### src/rtl/dctl_pkg.sv
package dctl_pkg;
  typedef enum logic [2:0] {
    ST_IDLE = 3'd0,
    ST_PRE  = 3'd1,
    ST_ACT  = 3'd2,
    ST_COL  = 3'd3,
    ST_CAPT = 3'd4,
    ST_DONE = 3'd5,
    ST_REF  = 3'd6
  } seq_state_t;
endpackage

### src/rtl/dctl_addr_split.sv
module dctl_addr_split #(
  parameter int ROW_W = 4,
  parameter int COL_W = 4,
  parameter int PIN_W = (ROW_W > COL_W) ? ROW_W : COL_W
) (
  input  logic [ROW_W+COL_W-1:0] word_addr,
  input  logic                   row_phase,
  output logic [ROW_W-1:0]       row_f,
  output logic [COL_W-1:0]       col_f,
  output logic [PIN_W-1:0]       pin_addr
);
  assign row_f = word_addr[ROW_W+COL_W-1:COL_W];
  assign col_f = word_addr[COL_W-1:0];

  always_comb begin
    if (row_phase) pin_addr = PIN_W'(row_f);
    else           pin_addr = PIN_W'(col_f);
  end
endmodule

### src/rtl/dctl_row_track.sv
module dctl_row_track #(
  parameter int ROW_W = 4
) (
  input  logic             clk,
  input  logic             rst_n,
  input  logic [ROW_W-1:0] row_in,
  input  logic             open_en,
  input  logic             close_en,
  output logic             row_hit,
  output logic             row_open
);
  logic [ROW_W-1:0] open_row_q, open_row_d;
  logic             open_q, open_d;

  always_comb begin
    open_row_d = open_row_q;
    open_d     = open_q;
    if (close_en) open_d = 1'b0;
    if (open_en) begin
      open_d     = 1'b1;
      open_row_d = row_in;
    end
  end

  always_ff @(posedge clk or negedge rst_n) begin
    if (!rst_n) begin
      open_q     <= 1'b0;
      open_row_q <= '0;
    end else begin
      open_q     <= open_d;
      open_row_q <= open_row_d;
    end
  end

  assign row_open = open_q;
  assign row_hit  = open_q && (open_row_q == row_in);


  open_sets_row_chk: assert property (@(posedge clk) disable iff (!rst_n)
    open_en |=> (row_open && row_hit));

  close_clears_chk: assert property (@(posedge clk) disable iff (!rst_n)
    (close_en && !open_en) |=> !row_open);
endmodule

### src/rtl/dctl_lane_map.sv
module dctl_lane_map #(
  parameter int LANES  = 8,
  parameter int LANE_W = 8,
  parameter int DATA_W = LANES * LANE_W
) (
  input  logic              clk,
  input  logic              rst_n,
  input  logic              cap_en,
  input  logic [DATA_W-1:0] wr_word,
  output logic [DATA_W-1:0] wr_lanes,
  input  logic [DATA_W-1:0] rd_lanes,
  output logic [DATA_W-1:0] rd_word
);
  for (genvar k = 0; k < LANES; k++) begin : g_lane
    logic [LANE_W-1:0] cap_q, cap_d;

    assign wr_lanes[k*LANE_W +: LANE_W] = wr_word[k*LANE_W +: LANE_W];

    always_comb begin
      cap_d = cap_q;
      if (cap_en) cap_d = rd_lanes[k*LANE_W +: LANE_W];
    end

    always_ff @(posedge clk or negedge rst_n) begin
      if (!rst_n) cap_q <= '0;
      else        cap_q <= cap_d;
    end

    assign rd_word[k*LANE_W +: LANE_W] = cap_q;
  end


  cap_hold_chk: assert property (@(posedge clk) disable iff (!rst_n)
    !cap_en |=> $stable(rd_word));
endmodule

### src/rtl/dctl_seq.sv
module dctl_seq
  import dctl_pkg::*;
(
  input  logic clk,
  input  logic rst_n,
  input  logic req_valid,
  input  logic req_write,
  input  logic row_hit,
  input  logic row_open,
  input  logic refresh_req,
  output logic row_stb,
  output logic col_stb,
  output logic pre_stb,
  output logic ref_stb,
  output logic we,
  output logic cap_en,
  output logic req_ready,
  output logic row_phase
);
  seq_state_t state_q, state_d;
  logic       pend_q, pend_d;
  logic       svc_q, svc_d;

  always_comb begin
    state_d = state_q;
    svc_d   = svc_q;
    unique case (state_q)
      ST_IDLE: begin
        if (pend_q) begin
          svc_d   = 1'b1;
          state_d = row_open ? ST_PRE : ST_REF;
        end else if (req_valid) begin
          if (row_hit)       state_d = ST_COL;
          else if (row_open) state_d = ST_PRE;
          else               state_d = ST_ACT;
        end
      end
      ST_PRE:  state_d = svc_q ? ST_REF : ST_ACT;
      ST_ACT:  state_d = ST_COL;
      ST_COL:  state_d = ST_CAPT;
      ST_CAPT: state_d = ST_DONE;
      ST_DONE: state_d = ST_IDLE;
      ST_REF: begin
        state_d = ST_IDLE;
        svc_d   = 1'b0;
      end
      default: state_d = ST_IDLE;
    endcase
  end

  always_comb begin
    pend_d = pend_q;
    if (state_q == ST_REF) pend_d = 1'b0;
    if (refresh_req)       pend_d = 1'b1;
  end

  always_ff @(posedge clk or negedge rst_n) begin
    if (!rst_n) begin
      state_q <= ST_IDLE;
      pend_q  <= 1'b0;
      svc_q   <= 1'b0;
    end else begin
      state_q <= state_d;
      pend_q  <= pend_d;
      svc_q   <= svc_d;
    end
  end

  assign row_stb   = (state_q == ST_ACT);
  assign col_stb   = (state_q == ST_COL);
  assign pre_stb   = (state_q == ST_PRE);
  assign ref_stb   = (state_q == ST_REF);
  assign cap_en    = (state_q == ST_CAPT) && !req_write;
  assign req_ready = (state_q == ST_DONE);
  assign we        = col_stb && req_write;
  assign row_phase = (state_q == ST_ACT);


  act_then_col_chk: assert property (@(posedge clk) disable iff (!rst_n)
    row_stb |=> col_stb);

  hit_no_act_chk: assert property (@(posedge clk) disable iff (!rst_n)
    (state_q == ST_IDLE && !pend_q && req_valid && row_hit) |=> col_stb);

  ready_after_col_chk: assert property (@(posedge clk) disable iff (!rst_n)
    req_ready |-> $past(col_stb, 2));

  ready_single_chk: assert property (@(posedge clk) disable iff (!rst_n)
    req_ready |=> !req_ready);

  ref_closed_chk: assert property (@(posedge clk) disable iff (!rst_n)
    ref_stb |-> !row_open);

  col_needs_open_chk: assert property (@(posedge clk) disable iff (!rst_n)
    col_stb |-> row_open);
endmodule

### src/rtl/dword_dram_ctrl.sv
module dword_dram_ctrl #(
  parameter int ROW_W  = 4,
  parameter int COL_W  = 4,
  parameter int LANES  = 8,
  parameter int LANE_W = 8,
  localparam int ADDR_W = ROW_W + COL_W,
  localparam int DATA_W = LANES * LANE_W,
  localparam int PIN_W  = (ROW_W > COL_W) ? ROW_W : COL_W
) (
  input  logic              clk,
  input  logic              rst_n,
  input  logic              req_valid,
  input  logic              req_write,
  input  logic [ADDR_W-1:0] req_addr,
  input  logic [DATA_W-1:0] req_wdata,
  output logic              req_ready,
  output logic [DATA_W-1:0] rsp_rdata,
  input  logic              refresh_req,
  output logic [PIN_W-1:0]  mem_addr,
  output logic              mem_row_stb,
  output logic              mem_col_stb,
  output logic              mem_pre,
  output logic              mem_ref,
  output logic              mem_we,
  output logic [DATA_W-1:0] mem_dq_out,
  input  logic [DATA_W-1:0] mem_dq_in
);
  logic [1:0]       rst_sync_q;
  logic             core_rst_n;
  logic [ROW_W-1:0] row_f;
  logic [COL_W-1:0] col_f;
  logic             row_phase, row_hit, row_open, cap_en;

  always_ff @(posedge clk or negedge rst_n) begin
    if (!rst_n) rst_sync_q <= 2'b00;
    else        rst_sync_q <= {rst_sync_q[0], 1'b1};
  end
  assign core_rst_n = rst_sync_q[1];

  dctl_addr_split #(.ROW_W(ROW_W), .COL_W(COL_W), .PIN_W(PIN_W)) u_split (
    .word_addr (req_addr),
    .row_phase (row_phase),
    .row_f     (row_f),
    .col_f     (col_f),
    .pin_addr  (mem_addr)
  );

  dctl_row_track #(.ROW_W(ROW_W)) u_track (
    .clk      (clk),
    .rst_n    (core_rst_n),
    .row_in   (row_f),
    .open_en  (mem_row_stb),
    .close_en (mem_pre),
    .row_hit  (row_hit),
    .row_open (row_open)
  );

  dctl_seq u_seq (
    .clk         (clk),
    .rst_n       (core_rst_n),
    .req_valid   (req_valid),
    .req_write   (req_write),
    .row_hit     (row_hit),
    .row_open    (row_open),
    .refresh_req (refresh_req),
    .row_stb     (mem_row_stb),
    .col_stb     (mem_col_stb),
    .pre_stb     (mem_pre),
    .ref_stb     (mem_ref),
    .we          (mem_we),
    .cap_en      (cap_en),
    .req_ready   (req_ready),
    .row_phase   (row_phase)
  );

  dctl_lane_map #(.LANES(LANES), .LANE_W(LANE_W), .DATA_W(DATA_W)) u_lanes (
    .clk      (clk),
    .rst_n    (core_rst_n),
    .cap_en   (cap_en),
    .wr_word  (req_wdata),
    .wr_lanes (mem_dq_out),
    .rd_lanes (mem_dq_in),
    .rd_word  (rsp_rdata)
  );


  col_addr_chk: assert property (@(posedge clk) disable iff (!core_rst_n)
    mem_col_stb |-> (mem_addr == PIN_W'(req_addr[COL_W-1:0])));
endmodule

### config.mk
export PLATFORM = sky130hd
export DESIGN_NAME = dword_dram_ctrl
export DESIGN_NICKNAME = d
export VERILOG_FILES = /design/src/rtl/dctl_pkg.sv /design/src/rtl/dctl_addr_split.sv /design/src/rtl/dctl_row_track.sv /design/src/rtl/dctl_lane_map.sv /design/src/rtl/dctl_seq.sv /design/src/rtl/dword_dram_ctrl.sv
export SDC_FILE = /design/constraint.sdc
export NUM_CORES = 1
export LEC_CHECK = 0
export BUFFER_PORTS_ARGS = -buffer_cell sky130_fd_sc_hd__buf_2
export CAP_MARGIN = 20
export CORE_AREA = 2 2 107 109
export CTS_BUF_LIST = sky130_fd_sc_hd__clkbuf_8
export CTS_CLUSTER_SIZE = 28
export DETAILED_ROUTE_END_ITERATION = 10
export DIE_AREA = 0 0 109 111
export PLACE_DENSITY_LB_ADDON = 0.08
export RECOVER_POWER = 25
export SETUP_SLACK_MARGIN = 0.1
export SLEW_MARGIN = 40
export SYNTH_ARGS = -nofsm -noshare
export SYNTH_HDL_FRONTEND = slang
export SYNTH_SLANG_ARGS = --single-unit
### constraint.sdc
create_clock -name clk -period 2.3 [get_ports clk]
set_input_delay 0.46 -clock clk [delete_from_list [all_inputs] [get_ports clk]]
set_output_delay 0.46 -clock clk [all_outputs]
set_load 0.02 [all_outputs]
Word level (Yosys, flattened, before mapping)
Cells that the tools add are included.
Widths: inputs -> output; s select.

word-level totals
  register bits after elaboration = 76
  bits of input ports = 141
  word-level logic and storage cells = 46

cells by class
  eq/ne operators = 9
  multiplexer cells = 14
  reductions and logical operators = 9

operators by type and width
  kind                number
  $mux 3              5
  $pmux 3 s5          1
  $eq 3x3->1 const B  3
  $eq 3x2->1 const B  2
  $reduce_bool 2->1   3
  $mux 1              5
  $eq 4x4->1          1
  $mux 4              1
  $eq 3x1->1 const B  1
  $logic_and 1x1->1   3
  $logic_not 3->1     1
  $ne 3x2->1 const B  1
  $mux 2              1
  $ne 2x1->1 const B  1
  $pmux 1 s2          1
  $reduce_and 2->1    1
  $logic_not 1->1     1

Depth between registers and ports, before layout
Gate-level depths: netlist (run 1).

  depth after elaboration = 6
  depth in mapped cells = 5
  mapped depth without buffers = 3

Hierarchy
From an unflattened synthesis (run 1), not the netlist that was laid out.

unflattened totals
  cell total of the unflattened synthesis = 271
  area, all modules = 3881.2 um^2

modules (own cells, without submodules)
  module           times used  cells an instance  area each (um^2)  seq. area each (um^2)
  dctl_lane_map    1           199                3159.3            1601.5
  dctl_seq         1           36                 321.6             125.1
  dctl_row_track   1           21                 241.5             125.1
  dctl_addr_split  1           12                 105.1             0.0
  dword_dram_ctrl  1           3                  53.8              50.0

Worst setup path before layout (run 1)
No wires, ideal clock.

  path kind = flip-flop to output port
  from = reg u_seq.state_q[0]
  to = out mem_addr[0]
  arrival = 1.480 ns
  slack = 0.360 ns
  cell stages (with the launch flop) = 4
  path buffers = 1
  cells stage by stage = dfrtp_1 -> clkbuf_1 -> nor3_4 -> mux2_2

between the ends
  longest elaborated chain between the ends = 2

RTL lines
  what                      line                   source
  start: declaration        dctl_seq.sv:20         seq_state_t state_q, state_d;
  start signal: assignment  dctl_seq.sv:63         state_q <= state_d;
  $eq 3x2->1                --
  net mem_row_stb           dword_dram_ctrl.sv:20  output logic mem_row_stb,
  $mux 4                    dctl_addr_split.sv:16  if (row_phase) pin_addr = PIN_W'(row_f);
  end: declaration          dword_dram_ctrl.sv:19  output logic [PIN_W-1:0] mem_addr,

The timed path passes the listed nets, and every way through them passes these cells.

Worst setup path after layout (run 1)
  from = reg u_seq.state_q[0]
  to = out mem_addr[1]

between the ends
  longest elaborated chain between the ends = 2

RTL lines
  what        line                   source
  $eq 3x2->1  dctl_seq.sv:76         assign row_phase = (state_q == ST_ACT);
  $mux 4      dctl_addr_split.sv:16

Every way passes these cells.

==> key figures, run 1 <==
Routing
  • Via density: roughly 4.4
  • Post-route ant nets: 0
  • DRC Markers: 0
  • Initial DRC count: between 40 and 50
  • WL/cell: roughly 15 microns
  • Initial DRT Pass Iterations: 3
  • WL final: slightly below 8 mm
  • Vias: roughly 2,200

Place
  • GP Congestion: around 0.73
  • Inst Count DP: a little under 500
  • Post-DP HPWL: 5.45 mm
  • Pre-CTS WS: 0.394 ns
  • # port buffers: 150

Global route
  • Initial antenna violation count: 0
  • Met3 global-route usage: 0.0423
  • Most used routing layer: met2
  • Number of global-route vias before repair: 2,334
  • GRT overflow: 0
  • Global-route wire length before repair: roughly 12 mm
  • Routing usage on met2: 0.232
  • Met1 Use GR: 0.131
  • Largest net degree at the start of global routing: 52
  • Tot GR Track Use: 0.132

Synthesis
  • Largest area contributor in the netlist: dfrtp_1
  • EDFF count, synth: 0
  • Synth Flop Type: dfrtp_1
  • FFs w/ async S/R, synth: 1.00
  • Mapped Area: approximately 3500 sq um
  • Most common cell in the netlist: dfrtp_1
  • Average size of a mapped cell: 13.7 sq um
  • Commonest cells post-synth: dfrtp_1, mux2_2, buf_4
  • Syn nets: 398
  • Share of the synthesized area in the top cell type: 0.541
  • Cells after Synth: approximately 260
  • Synth area leaders: dfrtp_1, mux2_2, buf_4
  • Synth cell types: 24
  • Post-synthesis sequential area ratio: 0.541
  • FF+latch count, synth: 76
  • Syn. warnings: 0

Setup path
  • Register-to-Register Path Depth: 0
  • Worst R2R Start: rst_sync_q[1]
  • Flop2flop setup slack: around 0.7 ns
  • Reg2reg end: u_seq.state_q[0]
  • CP max FO: 8
  • Crit end category: primary output
  • Arrival @ worst endpoint: approximately 1.7 ns
  • Critical Path RT: about 1.8 ns
  • CP Launch Type: flip-flop
  • Critical path type: reg -> out

CTS
  • Htree depth: 3
  • Clock transition at the registers of the reported paths: approximately 0.080 ns
  • Clock Sinks: 76
  • Clock Root Buffer: clkbuf_8
  • Clk Latency, worst-skew pair: around 0.35 ns
  • CTS tree: yes
  • Clock buffer count from CTS: 9
  • Clk buf depth: 2

Finish
  • Area grow syn2layout: 20.1%
  • Fillers: 1,133
  • Reg area: approximately 1900 sq um
  • Multi-input gate area: between 1000 and 1500 sq um
  • ANT cells: 0
  • Share of cells above drive strength 1: 0.699
  • Final Non-Filler Cells: approximately 500
  • Fin nets: 498

Min path
  • WHS Path Cells: 2
  • WHS Endpoint: u_seq.pend_q
  • Worst hold start: refresh_req
  • Hold/Removal Path Class: in -> reg

Timing
  • Clk_skew: around 0.0049 ns
  • Worst slew pin tran: ~1.5 ns
  • Max Slew Vio Count: 35
  • Final setup vio count: 0
  • Setup WS post-layout: between 0.15 and 0.2 ns
  • Final Hold Fails: 0
  • Peak Freq: 470 MHz
  • Fin Setup TNS: 0 ns
  • Max_slew headroom: -0.000933
  • Period utilization: 0.924
  • Tmin final: 2.13 ns
  • RSZ-0062 raised after global routing: no

Die
  • IO Pins: between 200 and 300
  • Vert. Die Dim: roughly 110 microns
  • Rows: 39
  • Initial Util: 0.318
  • Die width: approximately 110 microns
  • Core ar.: between 10,000 and 15,000 sq um
  • Die area: ~12,000 sq um

Job
  • Max Cap Viol: 1

Run status
  • Violated checks: capacitance limit, slew limit
  • Outcome: finished with violations

Power
  • Max rail drop VDD: ~0.00052 V
  • Pwr Density: 1480 nW/um^2
  • Lkg Pwr: 2.08 nW
-- layout by cell type (no fill, tap or decap), types with 4 or more instances in the layout --
cell type	count
buf_2	147
nor2_1	4
inv_1	4
mux2_2	72
xnor2_1	4
dfrtp_1	74
clkinv_2	4
clkbuf_8	11
buf_4	8
-- state kept, by name, indices dropped and copies added, names as in the netlist --
name / cells
u_seq.pend_q: 1
u_track.open_row_q: 4
u_seq.svc_q: 1
rst_sync_q: 2
u_lanes.g_lane.cap_q: 64
u_seq.state_q: 3
u_track.row_open: 1
-- worst max-delay path: stages, from the launching register on --
cell,delay (ns)
dfrtp_2,0.46
nor3_4,0.23
buf_12,0.15
mux2_2,0.32
buf_2,0.16
-- stage by stage --
stage	power (W)	hold WS, ns	area [sq um]	util
CTS	0.00632	0.272	4190	0.378
global route	0.00668	0.279	4230	0.381
global placement	0.00515	0.246	3950	0.356
finish	0.00627	0.297	4230	0.381
detailed placement	0.00519	0.247	3950	0.356
floorplan	0.00441	0.164	3520	-
-- worst max path at each step --
stage / to / depth (start not counted) / startpoint
6_report: mem_addr[1] / 4 / u_seq.state_q[0]
5_1_grt: mem_addr[2] / 4 / u_seq.state_q[0]
4_1_cts: mem_addr[0] / 4 / u_seq.state_q[0]
3_5_place_dp: mem_addr[0] / 3 / u_seq.state_q[0]
3_3_place_gp: mem_addr[0] / 3 / u_seq.state_q[0]
2_1_floorplan: mem_addr[0] / 3 / u_seq.state_q[0]
-- layout make-up --
cell class	count	area share
Clock inverter	5	0.0118
Sequential cell	76	0.451
Clock buffer	11	0.0358
Multi-Input combinational cell	104	0.245
Tap cell	143	0.0423
Timing Repair Buffer	162	0.211
Inverter	4	0.00355
-- layer usage --
| metal | wire length [microns] | vias up |
|---|---|---|
| met5 | 0 | - |
| met4 | 240 | 0 |
| met3 | 628 | 29 |
| met2 | 4080 | 102 |
| met1 | 2740 | 1105 |
| li1 | - | 999 |
-- timing repair --
| item | 4_1_cts | 5_1_grt |
|---|---|---|
| hold buffers | 1 | 0 |
| setup endpoints to repair | 4 | 4 |
| hold endpoints to repair | 2 | 0 |
| pin swaps | 1 | 1 |
| buffers inserted | 2 | 4 |
| resized for setup | 1 | 5 |
-- power breakdown --
group          internal (W)  switching (W)
Sequential          0.00200       0.000345
Clock              0.000553       0.000497
Combinational       0.00131        0.00156
-- kinds of logic (layout without fill, tap and decap cells) --
group           count (synthesis)  in the layout  share of synthesized area
mux                            72             72                      0.231
simple gates                   14             14                     0.0288
other cells                     1              1                    0.00107
xor+xnor                        4              4                    0.00996
buf+inv                        77            182                      0.165
flops                          76             76                      0.541
compound gates                 13             13                     0.0235
No activity file was read; power rests on OpenSTA's default activity.
==> run 2, diff against run 1 <==
==> constraint.sdc (replaced) <==
create_clock -name clk -period 2.5 [get_ports clk]
set_input_delay 0.5 -clock clk [delete_from_list [all_inputs] [get_ports clk]]
set_output_delay 0.5 -clock clk [all_outputs]
set_load 0.02 [all_outputs]
==> run 2 against run 1 <==
The flow still finishes with violations (capacitance limit, slew limit). Largest power group unchanged. Hold slack better by 0.052 ns. Combinational power down 13%. Non-clock buffer count down 5. Final cell count down 1.2%. Wire length down 5.4%. Clock-buffer cell count up 2.
==> key figures, run 2 (same netlist as run 1, synthesis figures left out) <==
Run status
  • Outcome: finished with violations
  • Violated checks: capacitance limit, slew limit

Power
  • Lkg Pwr: 2.04 nW (-2.0%)
  • Max rail drop VDD: 0.000435 V (-17%)
  • Pwr Density: 1350 nW/um^2 (-9.2%)

Routing
  • WL final: 7.27 mm (-5.4%)
  • Initial DRT Pass Iterations: 3 (unchanged)
  • Via density: 4.41 (-0.25%)
  • Post-route ant nets: 0 (unchanged)
  • WL/cell: 14.6 microns (-4.3%)
  • Initial DRC count: 51 (+4.1%)
  • DRC Markers: 0 (unchanged)
  • Vias: 2,203 (-1.4%)

Die
  • Die area: 12,100 sq um (unchanged)
  • Core ar.: 11,100 sq um (unchanged)
  • Rows: 39 (unchanged)
  • Vert. Die Dim: 111 microns (unchanged)
  • IO Pins: 279 (unchanged)
  • Die width: 109 microns (unchanged)
  • Initial Util: 0.318 (unchanged)

Setup path
  • Reg2reg end: u_seq.state_q[1]
  • Critical path type: reg -> out
  • Critical Path RT: 2.00 ns (+0.16 ns)
  • Crit end category: primary output
  • Arrival @ worst endpoint: 1.77 ns (+0.10 ns)
  • Flop2flop setup slack: 0.64 ns (-0.04 ns)
  • CP max FO: 9 (+1)
  • Register-to-Register Path Depth: 0 (unchanged)
  • Worst R2R Start: rst_sync_q[1]
  • CP Launch Type: flip-flop

Finish
  • Fin nets: 493 (-1.0%)
  • Most flops, register: u_lanes.g_lane.cap_q
  • ANT cells: 0 (unchanged)
  • Fillers: 1,113 (-1.8%)
  • Biggest regs: u_lanes.g_lane.cap_q: 64 flops, u_track.open_row_q: 4 flops, u_seq.state_q: 3 flops
  • Commonest non-fill, non-tap cell in the layout: buf_2
  • Share of cells above drive strength 1: 0.688 (-0.0107)
  • Highest-count cells in the layout ignoring fill and taps: buf_2, dfrtp_1, mux2_2
  • Area grow syn2layout: 17.6%
  • Max reg flops: 64 (unchanged)

CTS
  • Clock buffer count from CTS: 9 (unchanged)
  • Clock Root Buffer: clkbuf_8
  • Clk Latency, worst-skew pair: 0.34 ns (about the same)
  • Clock Sinks: 76 (unchanged)
  • Htree depth: 3 (unchanged)
  • CTS tree: yes
  • Clock transition at the registers of the reported paths: 0.07 ns (about the same)
  • Clk buf depth: 2 (unchanged)

Timing
  • Tmin final: around 2.3 ns
  • Fin Setup TNS: 0 ns (unchanged)
  • Final Hold Fails: 0 (unchanged)
  • Period utilization: 0.906
  • Max Slew Vio Count: 42 (+20%)
  • Clk_skew: 0.00338 ns (-0.00155 ns)
  • Fin Hold WS: 0.349 ns (+0.0517 ns)
  • Max_slew headroom: -0.159 (-0.158)
  • Peak Freq: 441 MHz
  • Worst slew pin tran: 1.74 ns (+0.237 ns)
  • Final setup vio count: 0 (unchanged)
  • RSZ-0062 raised after global routing: no

Global route
  • Initial antenna violation count: 0 (unchanged)
  • Tot GR Track Use: 0.126 (-0.00674)
  • GRT overflow: 0 (unchanged)
  • Global-route wire length before repair: 11.6 mm (-2.5%)
  • Largest net degree at the start of global routing: 42 (-19%)
  • Number of global-route vias before repair: 2,279 (-2.4%)

Job
  • Max Cap Viol: 1 (unchanged)

Min path
  • Hold/Removal Path Class: in -> reg
  • WHS Endpoint: u_seq.pend_q
  • WHS Path Cells: 2 (unchanged)
  • Worst hold start: refresh_req

Place
  • Post-DP HPWL: 5.39 mm (-1.2%)
  • # port buffers: 150 (unchanged)
  • GP Congestion: 0.754 (+2.6%)
[run 2: cell types whose count changed in the layout (fill, tap and decap cells not counted), sizes merged]
cell    before  now
buf        160  155
clkinv       4    1
clkbuf      12   14
bufinv       1    0
inv          4    5
[run 2: final cells by class]
class,count,area (sq um),share of cell area
clock buffer,13,179,0.0433
clock inverter,2,8.76,0.00212
inverter,4,15.0,0.00363
multi-input combinational,104,1030,0.250
sequential,76,1900,0.460
tap,143,179,0.0433
timing repair buffer,157,817,0.198
[run 2: where the power goes]
group / internal [W] / switching (W) / total, W
registers: 0.00184 / 0.000354 / 0.00219
clock network: 0.000459 / 0.000419 / 0.000878
logic: 0.00113 / 0.00137 / 0.00250
[run 2: how the worst max path moves through the flow]
stage                startpoint                    endpoint  slack, ns  cells past startpoint
6_report       u_seq.state_q[1]                 mem_addr[3]       0.23                      5
5_1_grt        u_seq.state_q[1]                 mem_addr[0]       0.14                      5
4_1_cts        u_seq.state_q[1]                 mem_addr[2]       0.10                      4
3_5_place_dp   u_seq.state_q[1]                 mem_addr[2]       0.43                      4
3_3_place_gp   u_seq.state_q[1]                 mem_addr[0]       0.44                      4
2_1_floorplan     rst_sync_q[1]  u_lanes.g_lane[0].cap_q[0]       0.23                      0
[run 2: per-layer routing]
layer / vias to the layer above / wire length [microns] / track usage
met5: - / 0 / 0
met4: 0 / 216 / 0.0667
met3: 36 / 538 / 0.0464
met2: 95 / 3600 / 0.200
met1: 1081 / 2910 / 0.145
li1: 991 / - / -
[run 2: metrics by stage]
stage | instances | utilization | setup slack, ns | area [sq um] | power, W
6_report | 499 | 0.373 | 0.234 | 4140 | 0.00557
5_1_grt | 499 | 0.373 | 0.141 | 4140 | 0.00596
4_1_cts | 498 | 0.372 | 0.101 | 4120 | 0.00567
3_5_place_dp | 482 | 0.354 | 0.427 | 3920 | 0.00475
3_3_place_gp | 482 | 0.354 | 0.439 | 3920 | 0.00472
2_1_floorplan | 257 | - | 0.227 | 3520 | 0.00406
[run 2: repair_timing]
item                       4_1_cts  5_1_grt
pin swaps                        1        1
setup buffers                    0        1
setup endpoints to repair        4        4
hold buffers                     1        0
gates resized for setup          0        1
hold endpoints to repair         2        0
[run 2: worst max-delay path, cell delays in order (launching register included)]
cell     delay, ns
dfrtp_2       0.45
inv_1         0.14
nor3_4        0.22
buf_12        0.14
mux2_2        0.32
buf_2         0.16
==> run 3, diff against run 2 <==
--- a/config.mk
+++ b/config.mk
@@ -5,13 +5,13 @@
 export SDC_FILE = /design/constraint.sdc
 export NUM_CORES = 1
 export LEC_CHECK = 0
-export BUFFER_PORTS_ARGS = -buffer_cell sky130_fd_sc_hd__buf_2
 export CAP_MARGIN = 20
-export CORE_AREA = 2 2 107 109
+export CORE_AREA = 2 2 109 111
 export CTS_BUF_LIST = sky130_fd_sc_hd__clkbuf_8
 export CTS_CLUSTER_SIZE = 28
 export DETAILED_ROUTE_END_ITERATION = 10
-export DIE_AREA = 0 0 109 111
+export DIE_AREA = 0 0 111 113
+export DONT_BUFFER_PORTS = 1
 export PLACE_DENSITY_LB_ADDON = 0.08
 export RECOVER_POWER = 25
 export SETUP_SLACK_MARGIN = 0.1
==> run 3 against run 2 <==
Sequential power up 37%. Worst setup slack improved by 0.069 ns. Largest power group is now sequential cells. Critical path depth decreased by 2. Hold slack worse by 0.094 ns. Final cell count down 30%. Utilization is 6.7 points lower. First-iteration DRC count up 29%. Die area up 3.7%. The flow now finishes without violations.
==> key figures, run 3 (same netlist as run 1, synthesis figures left out) <==
Run status
  • Outcome: completed

Routing
  • WL final: 7.01 mm (-3.5%)
  • WL/cell: 20.0 microns (+38%)
  • Initial DRC count: 66 (+29%)
  • Initial DRT Pass Iterations: 4 (+1)
  • DRC Markers: 0 (unchanged)
  • Post-route ant nets: 0 (unchanged)
  • Vias: 1,638 (-26%)
  • Via density: 4.68 (+6.0%)

Timing
  • RSZ-0062 raised after global routing: no
  • Clk_skew: 0.00834 ns (+0.00496 ns)
  • Setup WS post-layout: 0.303 ns (+0.0690 ns)
  • Max Slew Vio Count: 0 (-100%)
  • Tmin final: 2.20 ns (-0.0690 ns)
  • Period utilization: 0.879 (-0.0276)
  • Worst slew pin tran: 1.09 ns (-0.653 ns)
  • Max_slew headroom: 0.277 (+0.436)
  • Fin Setup TNS: 0 ns (unchanged)
  • Final Hold Fails: 0 (unchanged)
  • Peak Freq: 455 MHz (+3.1%)
  • Final setup vio count: 0 (unchanged)

Finish
  • Max reg flops: 64 (unchanged)
  • Fin nets: 343 (-30%)
  • Highest-count cells in the layout ignoring fill and taps: dfrtp_1, mux2_2, clkbuf_8
  • Area grow syn2layout: -1.81%
  • Biggest regs: u_lanes.g_lane.cap_q: 64 flops, u_track.open_row_q: 4 flops, u_seq.state_q: 3 flops
  • Fillers: 1,112 (-0.090%)
  • Final Non-Filler Cells: 350 (-30%)
  • Share of cells above drive strength 1: 0.469 (-0.220)
  • ANT cells: 0 (unchanged)
  • Fin area: 3450 sq um (-16%)
  • Commonest non-fill, non-tap cell in the layout: dfrtp_1
  • Final Core Density: 0.306 (-0.0670)
  • Most flops, register: u_lanes.g_lane.cap_q

Setup path
  • Crit end category: primary output
  • Arrival @ worst endpoint: 1.70 ns (-0.07 ns)
  • Reg2reg end: u_lanes.g_lane[0].cap_q[1]
  • Critical-path cell list: inv_1 > nor3_4 > mux2_2
  • Crit-path leading delay family: flip-flops
  • CP Launch Type: flip-flop
  • WP depth: 3 (-2)
  • CP Buf/Inv Count: 1 (-2)
  • CP max-delay cell: dfrtp_2
  • Largest stage delay, worst path: 0.47 ns (+0.02 ns)
  • Critical path type: reg -> out
  • Register-to-Register Path Depth: 4 (+4)
  • Worst R2R Start: u_seq.state_q[0]
  • Critical Path RT: 2.00 ns (about the same)
  • CP max FO: 9 (unchanged)
  • Flop2flop setup slack: 0.59 ns (-0.05 ns)

CTS
  • Clk Latency, worst-skew pair: 0.36 ns (+0.02 ns)
  • Htree depth: 3 (unchanged)
  • Clk buf depth: 2 (unchanged)
  • Clock buffer count from CTS: 9 (unchanged)
  • CTS tree: yes
  • Clock Sinks: 76 (unchanged)
  • Clock transition at the registers of the reported paths: 0.08 ns (about the same)
  • Clock Root Buffer: clkbuf_8

Die
  • Vert. Die Dim: 113 microns (+1.8%)
  • Core ar.: 11,300 sq um (+1.8%)
  • Die area: 12,500 sq um (+3.7%)
  • Initial Util: 0.312 (-0.00550)
  • Die width: 111 microns (+1.8%)
  • Rows: 39 (unchanged)
  • IO Pins: 279 (unchanged)

Power
  • Power share of the clock group: 0.218 (+0.060)
  • NetSw: 0.00208 W (-3.1%)
  • Lkg Pwr: 1.46 nW (-28%)
  • Reg power frac: 0.565 (+0.172)
  • Internal Pwr Total: 0.00324 W (-5.5%)
  • Sw Ratio: 0.391 (+0.00599)
  • Max rail drop VDD: 0.000495 V (+14%)
  • Pwr Density: 1540 nW/um^2 (+14%)
  • Combinational share of power: 0.216 (-0.233)

Global route
  • Initial antenna violation count: 0 (unchanged)
  • Number of global-route vias before repair: 1,866 (-18%)
  • Tot GR Track Use: 0.112 (-0.0133)
  • Global-route wire length before repair: 10.6 mm (-8.6%)
  • Largest net degree at the start of global routing: 42 (unchanged)
  • GRT overflow: 0 (unchanged)

Place
  • # port buffers: 0 (-100%)
  • Inst Count DP: 332 (-31%)
  • GP Congestion: 0.669 (-11%)
  • Pre-CTS WS: 0.432 ns (+0.00556 ns)
  • Post-DP Area: 3200 sq um (-18%)
  • Post-DP HPWL: 5.14 mm (-4.7%)

Min path
  • WHS Endpoint: u_seq.pend_q
  • Hold/Removal Path Class: in -> reg
  • Worst hold start: refresh_req
  • WHS Path Cells: 1 (-1)

Job
  • Max Cap Viol: 0 (-1)
## run 3: worst max-delay path by stage
stage,from,end
after floorplan,rst_sync_q[1],u_lanes.g_lane[0].cap_q[0]
after global placement,u_seq.state_q[1],mem_addr[1]
after detailed placement,u_seq.state_q[1],mem_addr[1]
after CTS,u_seq.state_q[1],mem_addr[1]
after global routing,u_seq.state_q[1],mem_addr[2]
final,u_seq.state_q[1],mem_addr[1]
## run 3: area by class of cell
type / instances / area (sq um) / area share
well taps: 143 / 179 / 0.0518
inverters: 4 / 15.0 / 0.00435
flip-flops and latches: 76 / 1900 / 0.551
multi-input cells: 104 / 1030 / 0.299
clock buffers: 11 / 151 / 0.0438
clock inverters: 5 / 98.8 / 0.0286
repair buffers: 7 / 72.6 / 0.0210
## run 3: power by group through the flow
stage | sequential (W) | combinational (W) | clock [W]
5_1_grt | 0.00308 | 0.00127 | 0.00126
3_5_place_dp | 0.00306 | 0.00116 | 0
6_report | 0.00300 | 0.00115 | 0.00116
3_3_place_gp | 0.00306 | 0.00109 | 0
4_1_cts | 0.00304 | 0.00118 | 0.00121
2_1_floorplan | 0.00281 | 0.00125 | 0
## run 3: repair_timing
action	CTS	global route
gates cloned	0	0
pin swaps	1	0
endpoints found under the hold margin	2	0
setup endpoints to repair	4	4
hold buffers	1	0
resized for setup	0	1
buffers inserted	1	0
## run 3: through the flow
stage	hold slack, ns	total power, W
floorplan	0.204	0.00406
global placement	0.205	0.00414
detailed placement	0.205	0.00422
CTS	0.237	0.00542
global route	0.240	0.00562
finish	0.255	0.00531
## run 3: layer usage
layer	global-route usage	part of all wire
met1	0.116	0.36
met2	0.184	0.51
met3	0.0525	0.096
met4	0.0742	0.032
met5	0	0
